$ cat config.mk
export PLATFORM = sky130hd
export DESIGN_NAME = miss_wait_store
export DESIGN_NICKNAME = d
export VERILOG_FILES = /design/src/rtl/miss_wait_store.sv
export SDC_FILE = /design/constraint.sdc
export NUM_CORES = 1
export LEC_CHECK = 0
export ABC_AREA = 1
export BUFFER_PORTS_ARGS = -buffer_cell sky130_fd_sc_hd__buf_4
export CORE_MARGIN = 3
export CORE_UTILIZATION = 25
export DETAILED_ROUTE_END_ITERATION = 6
export GPL_TIMING_DRIVEN = 0
export SYNTH_ARGS = -nofsm -noshare
export SYNTH_HDL_FRONTEND = slang
export SYNTH_SLANG_ARGS = --single-unit
$ cat constraint.sdc
create_clock -name clk -period 4.4 [get_ports clk]
set_clock_uncertainty 0.05 [all_clocks]
set_input_delay 0.88 -clock clk [delete_from_list [all_inputs] [get_ports clk]]
set_output_delay 0.88 -clock clk [all_outputs]
set_load 0.02 [all_outputs]
$ cat src/rtl/miss_wait_store.sv
module miss_wait_store #(
  parameter int DEPTH = 8,
  parameter int AW    = 16,
  parameter int TW    = 6,
  parameter int DW    = 32
) (
  input  logic          clk,
  input  logic          rst_n,
  input  logic          ref_valid,
  output logic          ref_ready,
  input  logic [AW-1:0] ref_addr,
  input  logic [TW-1:0] ref_tag,
  output logic          mreq_valid,
  output logic [AW-1:0] mreq_addr,
  input  logic          ret_valid,
  output logic          ret_ready,
  input  logic [AW-1:0] ret_addr,
  input  logic [DW-1:0] ret_data,
  output logic          wake_valid,
  output logic [TW-1:0] wake_tag,
  output logic [DW-1:0] wake_data
);
  localparam int CW = $clog2(DEPTH + 1);
  localparam int IW = (DEPTH > 1) ? $clog2(DEPTH) : 1;

  logic [AW-1:0]    addr_q [DEPTH];
  logic [TW-1:0]    tag_q  [DEPTH];
  logic [AW-1:0]    addr_n [DEPTH];
  logic [TW-1:0]    tag_n  [DEPTH];
  logic [CW-1:0]    cnt;
  logic             busy;
  logic [AW-1:0]    hold_a;
  logic [DW-1:0]    hold_d;
  logic [DEPTH-1:0] key_m, ref_m;
  logic [IW-1:0]    rk;
  logic [CW-1:0]    wpos;

  wire [AW-1:0] key = busy ? hold_a : ret_addr;

  for (genvar i = 0; i < DEPTH; i++) begin : g_cmp
    wire live = CW'(i) < cnt;
    assign key_m[i] = live && (addr_q[i] == key);
    assign ref_m[i] = live && (addr_q[i] == ref_addr);
  end

  wire enq     = ref_valid && ref_ready;
  wire ret_acc = ret_valid && !busy;
  wire multi   = |(key_m & (key_m - 1'b1));
  wire inc     = enq && (ref_addr == key);
  wire hit     = (|ref_m) || (busy && (ref_addr == hold_a));

  assign ref_ready  = cnt != CW'(DEPTH);
  assign ret_ready  = !busy;
  assign wake_valid = busy && (|key_m);
  assign mreq_valid = enq && !hit;
  assign mreq_addr  = ref_addr;
  assign wake_data  = hold_d;
  assign wake_tag   = tag_q[rk];
  assign wpos       = cnt - CW'(wake_valid);

  always_comb begin
    rk = '0;
    for (int i = DEPTH - 1; i >= 0; i--)
      if (key_m[i]) rk = IW'(i);
  end

  always_comb begin
    for (int i = 0; i < DEPTH; i++) begin
      int j;
      j = (i < DEPTH - 1) ? i + 1 : i;
      if (wake_valid && (IW'(i) >= rk)) begin
        addr_n[i] = addr_q[j];
        tag_n[i]  = tag_q[j];
      end else begin
        addr_n[i] = addr_q[i];
        tag_n[i]  = tag_q[i];
      end
    end
    if (enq) begin
      addr_n[wpos[IW-1:0]] = ref_addr;
      tag_n[wpos[IW-1:0]]  = ref_tag;
    end
  end

  always_ff @(posedge clk) begin
    for (int i = 0; i < DEPTH; i++) begin
      addr_q[i] <= addr_n[i];
      tag_q[i]  <= tag_n[i];
    end
  end

  always_ff @(posedge clk) begin
    if (!rst_n) begin
      cnt    <= '0;
      busy   <= 1'b0;
      hold_a <= '0;
      hold_d <= '0;
    end else begin
      cnt <= cnt + CW'(enq) - CW'(wake_valid);
      if (busy) busy <= multi || inc;
      else      busy <= ret_acc && ((|key_m) || inc);
      if (ret_acc) begin
        hold_a <= ret_addr;
        hold_d <= ret_data;
      end
    end
  end
endmodule

======== Word-level counts from Yosys, hierarchy flattened ========
Memory sizes are Yosys's and may differ from the RTL's.
Cells that the tools add are included.
storage, ports and cells
  flip-flop bits (word level) ............. 53
  bits in writable memories ............... 176
  output and inout bits ................... 58
  memories kept ........................... 2
operators by class
  add/subtract/negate cells ............... 4
  magnitude comparators ................... 17
  eq/ne operators ......................... 19
  mux-type cells .......................... 32
  bitwise logic cells ..................... 2
  reduce and logical (&&, ||, !) cells .... 39
memory list
  memory  depth  bits a word  read ports  clocked after memory_dff  wr ports  RTL line  RTL
  addr_q  8      16           8           0                         8         26        logic [AW-1:0] addr_q [DEPTH];
  tag_q   8      6            9           0                         8         27        logic [TW-1:0] tag_q [DEPTH];
operators with widths
  kind                                                                   count
  16-bit equality test                                                   18
  16-bit 2-to-1 mux                                                      9
  128-bit bitwise mux                                                    1
  128-bit 2-to-1 mux                                                     1
  48-bit bitwise mux                                                     1
  16-bit demux with 3-bit select                                         1
  48-bit 2-to-1 mux                                                      1
  6-bit 2-to-1 mux                                                       8
  1-bit logical AND                                                      31
  3-bit 2-to-1 mux                                                       8
  8-bit OR reduction                                                     3
  6-bit demux with 3-bit select                                          1
  3-bit by 4-bit < comparator with 1-bit output (first input constant)   4
  3-bit >= comparator (first input constant)                             3
  8-bit AND                                                              1
  1-bit by 4-bit < comparator with 1-bit output (first input constant)   2
  2-bit by 4-bit < comparator with 1-bit output (first input constant)   2
  8-bit by 1-bit subtractor with 8-bit output (second input constant)    1
  1-bit by 3-bit >= comparator with 1-bit output (first input constant)  2
  2-bit by 3-bit >= comparator with 1-bit output (first input constant)  2
  4-bit by 1-bit adder with 4-bit output                                 1
  4-bit >= comparator (second input constant)                            1
  4-bit by 1-bit < comparator with 1-bit output (second input constant)  1
  4-bit != test (second input constant)                                  1
  6 further kinds                                                        9

======== Logic depth before layout (Yosys ltp) ========
Gate-level depths: netlist (run 1).
  depth in word-level cells ............... 16
  gate-level depth with buffers ........... 27

======== Worst setup path after synthesis (run 1) ========
OpenSTA, ideal clock, no wires.
  kind .................................... input to register
  start ................................... input ret_addr[5]
  end ..................................... register (tool-made name)
  setup time .............................. 0.401 ns
  arrival ................................. 3.744 ns
  required time ........................... 3.949 ns
  slack ................................... 0.206 ns
  stages .................................. 19
  buffers on the path ..................... 1
  cell sequence ........................... nand2_1 > nand2_1 > buf_2 > nand2_1 > nand2_1 > nor3_1 > nand3_1 > nor2_1 > inv_1 > nand2_1 > nor2_1 > a21oi_4 > ha_1 > ha_1 > or2_2 > nand2_1 > nor2_1 > inv_1 > nor2_1
RTL lines
  item                RTL line  RTL
  start: declaration  17        input logic [AW-1:0] ret_addr,

======== Worst setup path after layout (run 1) ========
  start ................................... register busy
  end ..................................... output wake_tag[1]
between the ends
  longest elaborated chain between the ends .. 12
  elaborated cells between the ends (all ways) .. 26
  those cells by class .................... eq/ne (8); mux (9); reduce/logical (8); memory (1)
RTL lines
  item                           RTL line  RTL
  start: declaration             31        logic busy;
  start signal: assignment       100       if (busy) busy <= multi || inc;
  start signal: assignment       101       else busy <= ret_acc && ((|key_m) || inc);
  16-bit 2-to-1 mux (*)          38        wire [AW-1:0] key = busy ? hold_a : ret_addr;
  16-bit equality test           42        assign key_m[i] = live && (addr_q[i] == key);
  1-bit logical AND              42
  3-bit 2-to-1 mux (7 in a row)  64        if (key_m[i]) rk = IW'(i);
  3-bit 2-to-1 mux (*)           64
  memory read 8 x 6 bit (*)      --
  end: declaration               20        output logic [TW-1:0] wake_tag,
Every way passes the cells marked *; elsewhere a longest branch is shown, timed or not.

==> results.ini, run 1 <==
[min_path]
worstHoldPathType=reg2reg
hp-start=wake_data[3]

[timing]
post-route-period-util_pct=101.4
clock.fmax_mhz=224.2
final_hold_viol_count=0
fin_crit_ns=4.460
worst_pin_slew_ns=1.065
relSlewSlack_pct=29.03
setup_viol=6
fin_ws_ns=-0.06033
hold_slack_ns=0.4331
drv_slew=0
rsz0062_at_grt=true

[floorplan]
dieArea_um2=62200
fp.dieW_um=249.4
io-pin-count=132
die_h_um=249.4
initial_core_util_pct=25.48
rows=88
design.core.area_um2=58140

[clock_network]
path_clk_slew_ns=0.06
numClockSinks=229
htreeDepth=1
numCtsBuffers=29
cts_root_buffer=clkbuf_16
cts_tree=yes
insertion_delay_ns=0.58
hold_buffers=0
clk_path_buf_depth=3

[placement]
hpwlAfterDp_um=51200
io_buffer_count=131
routabilityCongestion=1.020
dp.cells=3237
placed_cell_area_um2=16770

[power]
ir_drop_mv=0.3477
fin_total_pwr_w=0.009853
leakagePower_nw=9.180
p_per_area_nw_per_um2=512.2

[route]
dr.first_iter.drc_count=2006
avgViaCountPerCell=5.071
routed_wl_um=67690
dr.pass1.iters=7
wl_per_cell_um=20.23
ant_nets=0
vias=16970
drc=21

[global_routing]
track_usage_pct=20.55
grt-ovfl-total=0
grt_start_max_net_pins=15
grt_pass1_wl_um=98740
first_global_vias=15860
antenna_found_initial=1

[worst_setup_path]
cpMaxStageDelayCell=dfxtp_4
crit_fanout=8
cp.required_ns=3.47
reg2reg_from=busy
startpoint=busy
critPathMaxStageDelay_ns=0.41
worst_setup_path_start_kind=register
worstPathArrival_ns=3.53
path_cells=inv_8, buf_16, nand2_8, nand2_8, buf_4, nand2_1, o211ai_1, nor2_1, nand3_2, nand2_2, nand3_1, nand2_1, nand2_2, nand2_4, nand2_8, buf_12, buf_16, or2_1, nand3_1, nand2_1, nand2_1, nand2_2, buf_4
worst_path_most_repeated_cell=nand2_1
critical_path_class=reg2out
crit_path_end_kind=output port

[synthesis]
synthArstFlopShare_pct=0
synthCells=2340
syn_nets=2424
synth_seq_area_share_pct=32.44
synth_edf_count=22
synth_flop_cell=dfxtp_1
yosysWarnings=0
ys_ff_latch=229
synth.distinct_cells=46
synth_area_um2=14810
avgSynthCellArea_um2=6.330

[finish]
final_common_cell=nand2_1
syn_to_final_growth_pct=29.88
final_area_um2=19240
fin_nets=2645
final_cell_count_no_fill=3346
fin_util_pct=33.09
diodes=0
drive_gt1_share_pct=18.09
final_cell_mix=nand2_1 (511), inv_1 (287), nor2_1 (225), dfxtp_1 (206), buf_4 (201)

[status]
violations=design-rule violations, negative setup slack
status=finished with violations

[run]
cap_viol_max_count=0

## sequential cells by signal, indices dropped and copies added, names as in the netlist, named ones only
signal / flops
addr_q: 112
busy: 1
cnt: 4
hold_a: 16
tag_q: 42
wake_data: 32
## stage by stage
step	worst slack, ns	TNS, ns
global placement	-1.793	-175.98
global route	-0.2086	-1.135
CTS	-0.02594	-0.1051
finish	-0.06033	-0.3066
floorplan	0.2057	0
detailed placement	-1.237	-151.93
## per-layer routing
metal  vias up  GRT usage [%]  routed length [um]  part of all wire, %
met1      7755          26.11               26300                   39
li1       8031              -                   -                    -
met5         -              0                  11                0.016
met2       925          32.73               29610                   44
met4         2          11.37                4449                  6.6
met3       255          3.918                7317                   11
## area by class of cell
type	count	area, um^2
Tap cell	765	957.2
Multi-Input combinational cell	1666	8862
Buffer	136	845.8
Sequential cell	229	4808
Inverter	305	1167
Fill cell	6446	38900
Timing Repair Buffer	194	1635
Clock inverter	6	105.1
Clock buffer	45	855.8
## synthesized netlist by cell type (35+ instances only)
master    instances  share of area, %
nand2_1         567                14
inv_1           292               7.4
nor2_1          246               6.2
dfxtp_1         207                28
nand3_1         194               6.6
o21ai_0         183               6.2
a21oi_1         107               3.6
xor2_1           78               4.6
clkbuf_1         65               1.6
nand4_1          53               2.2
buf_2            39               1.3
o22ai_1          35               1.5
## kinds of logic (layout without fill, tap and decap cells)
| logic type | after synthesis | after routing | synth area share [%] |
|---|---|---|---|
| flip-flops | 229 | 229 | 32.44 |
| XOR/XNOR | 105 | 105 | 6.209 |
| AO/OA/AOI/OAI | 419 | 419 | 15.75 |
| adder cells (fa/ha/maj) | 10 | 10 | 0.8954 |
| buffers and inverters | 447 | 686 | 12.34 |
| AND/OR/NAND/NOR | 1130 | 1132 | 32.37 |
## worst max-delay path, delay by kind of cell, from the launching register on
| family | cells | cell delay (ns) |
|---|---|---|
| AND/OR/NAND/NOR | 16 | 1.59 |
| buffers and inverters | 6 | 0.80 |
| flip-flops | 1 | 0.41 |
| AO/OA/AOI/OAI | 1 | 0.14 |
## worst paths after layout
check                       end  slack, ns  cells after the start
hold / removal     wake_data[3]       0.43                      2
setup reg to reg  addr_q[0][58]       0.10                     23
hold reg to reg    wake_data[3]       0.43                      2
setup / recovery    wake_tag[1]      -0.06                     23
## report_power, final
part	switching, W	total (W)	internal, W
Combinational	0.00216	0.00366	0.00150
Clock	0.000979	0.00247	0.00149
Sequential	0.000869	0.00372	0.00286
Total	0.00401	0.00985	0.00584
## timing repair
item                                    4_1_cts  5_1_grt
setup buffers                                41       18
pin swaps                                    37       21
resized for setup                           176       90
endpoints found under the setup margin      184      155
gates cloned                                  3        2
Note: power is estimated with default switching activity, not from simulation.
==> run 2: changes to the inputs <==
--- a/config.mk
+++ b/config.mk
@@ -7,10 +7,13 @@
 export LEC_CHECK = 0
 export ABC_AREA = 1
 export BUFFER_PORTS_ARGS = -buffer_cell sky130_fd_sc_hd__buf_4
+export CELL_PAD_IN_SITES_DETAIL_PLACEMENT = 2
+export CELL_PAD_IN_SITES_GLOBAL_PLACEMENT = 2
 export CORE_MARGIN = 3
 export CORE_UTILIZATION = 25
 export DETAILED_ROUTE_END_ITERATION = 6
 export GPL_TIMING_DRIVEN = 0
+export PLACE_DENSITY_LB_ADDON = 0.1
 export SYNTH_ARGS = -nofsm -noshare
 export SYNTH_HDL_FRONTEND = slang
 export SYNTH_SLANG_ARGS = --single-unit
==> results.ini, run 2 (synthesis results as in run 1) <==
[timing]
hold_slack_ns=0.4394
worst_pin_slew_ns=1.137
relSlewSlack_pct=24.17
drv_slew=0
fin_ws_ns=-0.2453
final_hold_viol_count=0
fin_crit_ns=4.645
rsz0062_at_grt=true
setup_viol=6
post-route-period-util_pct=105.6
clock.fmax_mhz=215.3

[worst_setup_path]
crit_fanout=8
crit_family=simple AND/OR/NAND/NOR gates
path_cells=buf_6, clkbuf_16, nand2_2, nand2_4, nand2_1, nand2_1, nor3_2, nand3_1, nor2_4, inv_1, nand2_2, nand2_1, nand2_2, nand2_4, buf_12, inv_6, bufbuf_16, nand3_1, o21ai_2, nand2_1, nand2_1, buf_6
worstPathArrival_ns=3.72
cp.required_ns=3.47
critical_path_class=reg2out
worst_path_most_repeated_cell=nand2_1
critPathBufInv=7
crit_path_end_kind=output port
critPathMaxStageDelay_ns=0.40
cpMaxStageDelayCell=dfxtp_4
worst_setup_path_start_kind=register

[route]
vias=17650
routed_wl_um=91990
topRoutingLayerUsed=met4
avgViaCountPerCell=5.215
wl_met2_um=44250
dr.first_iter.drc_count=1083
wl_met1_um=40300
dr_wl_met3_um=3667
dr.pass1.iters=5
ant_nets=0
drc=0
wl_per_cell_um=27.18

[status]
violations=negative setup slack
status=finished with violations

[power]
leakagePower_nw=9.633
p_per_area_nw_per_um2=534.2
ir_drop_mv=0.2741
fin_total_pwr_w=0.01084

[clock_network]
hold_buffers=0
clk_path_buf_depth=3
insertion_delay_ns=0.56
cts_tree=yes
htreeDepth=2
numCtsBuffers=34
cts_root_buffer=clkbuf_16
path_clk_slew_ns=0.06
numClockSinks=229

[floorplan]
design.core.area_um2=58140
fp.dieW_um=249.4
dieArea_um2=62200
initial_core_util_pct=25.48
io-pin-count=132
rows=88
die_h_um=249.4

[finish]
largest_reg_flops=112
syn_to_final_growth_pct=37.02
final_common_cell=nand2_1
diodes=0
final_area_um2=20290
final_cell_mix=nand2_1 (493), inv_1 (282), nor2_1 (221), buf_4 (208), dfxtp_1 (202)
fin_nets=2678
regMostFlops=addr_q
drive_gt1_share_pct=21.92

[run]
cap_viol_max_count=0

[global_routing]
grt_pass1_wl_um=131100
grt_start_max_net_pins=23
first_global_vias=18950
track_usage_pct=28.42
grt-ovfl-total=0
antenna_found_initial=3

[placement]
placed_cell_area_um2=16760
hpwlAfterDp_um=68840
io_buffer_count=131
routabilityCongestion=0.8970

[min_path]
worstHoldPathType=reg2reg

## run 2: cell types whose count changed in the layout (fill, tap and decap cells not counted), sizes merged
cell           delta
clkinv            +6
nand2             +1
clkinvlp          +3
buf              +23
bufinv            -1
clkdlybuf4s15     +3
nor2              +1
bufbuf            +2
## run 2: repair_timing
| item | in CTS | in global routing |
|---|---|---|
| gates resized for setup | 319 | 99 |
| cloned | 7 | 4 |
| pin swaps | 47 | 33 |
| buffers inserted | 58 | 22 |
| endpoints found under the setup margin | 184 | 179 |
## run 2: final timing paths
check	from	to	slack, ns	depth (start not counted)
hold reg to reg	wake_data[6]	wake_data[6]	0.44	2
hold / removal	wake_data[6]	wake_data[6]	0.44	2
setup / recovery	busy	wake_tag[2]	-0.25	22
setup reg to reg	busy	addr_q[0][23]	0.11	23
## run 2: worst min-delay path: stages, from the launching register on
cell	delay, ns
dfxtp_1	0.33
nor2_1	0.05
nor2_1	0.08
## run 2: per-layer routing
metal | global-route usage (%) | vias up
li1 | - | 8106
met4 | 10.56 | 0
met3 | 2.949 | 163
met1 | 36.39 | 8906
met5 | 0 | -
met2 | 49.29 | 472
## run 2: stage by stage
step | worst slack [ns] | utilization, % | TNS, ns | instances
2_1_floorplan | 0.2057 | - | 0 | 2340
3_3_place_gp | -2.336 | 28.82 | -246.13 | 3236
3_5_place_dp | -1.851 | 28.83 | -234.06 | 3236
4_1_cts | -0.1298 | 33.97 | -0.6589 | 3360
5_1_grt | -0.3503 | 34.91 | -1.810 | 3384
6_report | -0.2453 | 34.91 | -1.222 | 3384
## run 2: where the power goes
| group | leakage, nW | switching (W) | internal (W) |
|---|---|---|---|
| Clock | 0.560 | 0.00117 | 0.00171 |
| Sequential | 1.93 | 0.000976 | 0.00286 |
| Combinational | 7.14 | 0.00254 | 0.00158 |
| Total | 9.63 | 0.00469 | 0.00615 |
## run 2: layout make-up
cell class | count | area, um^2
clock inverter | 14 | 148.9
tap | 765 | 957.2
fill | 6897 | 37840
clock buffer | 47 | 993.5
multi-input combinational | 1668 | 9199
inverter | 305 | 1186
sequential | 229 | 4813
timing repair buffer | 218 | 1991
buffer | 138 | 1006
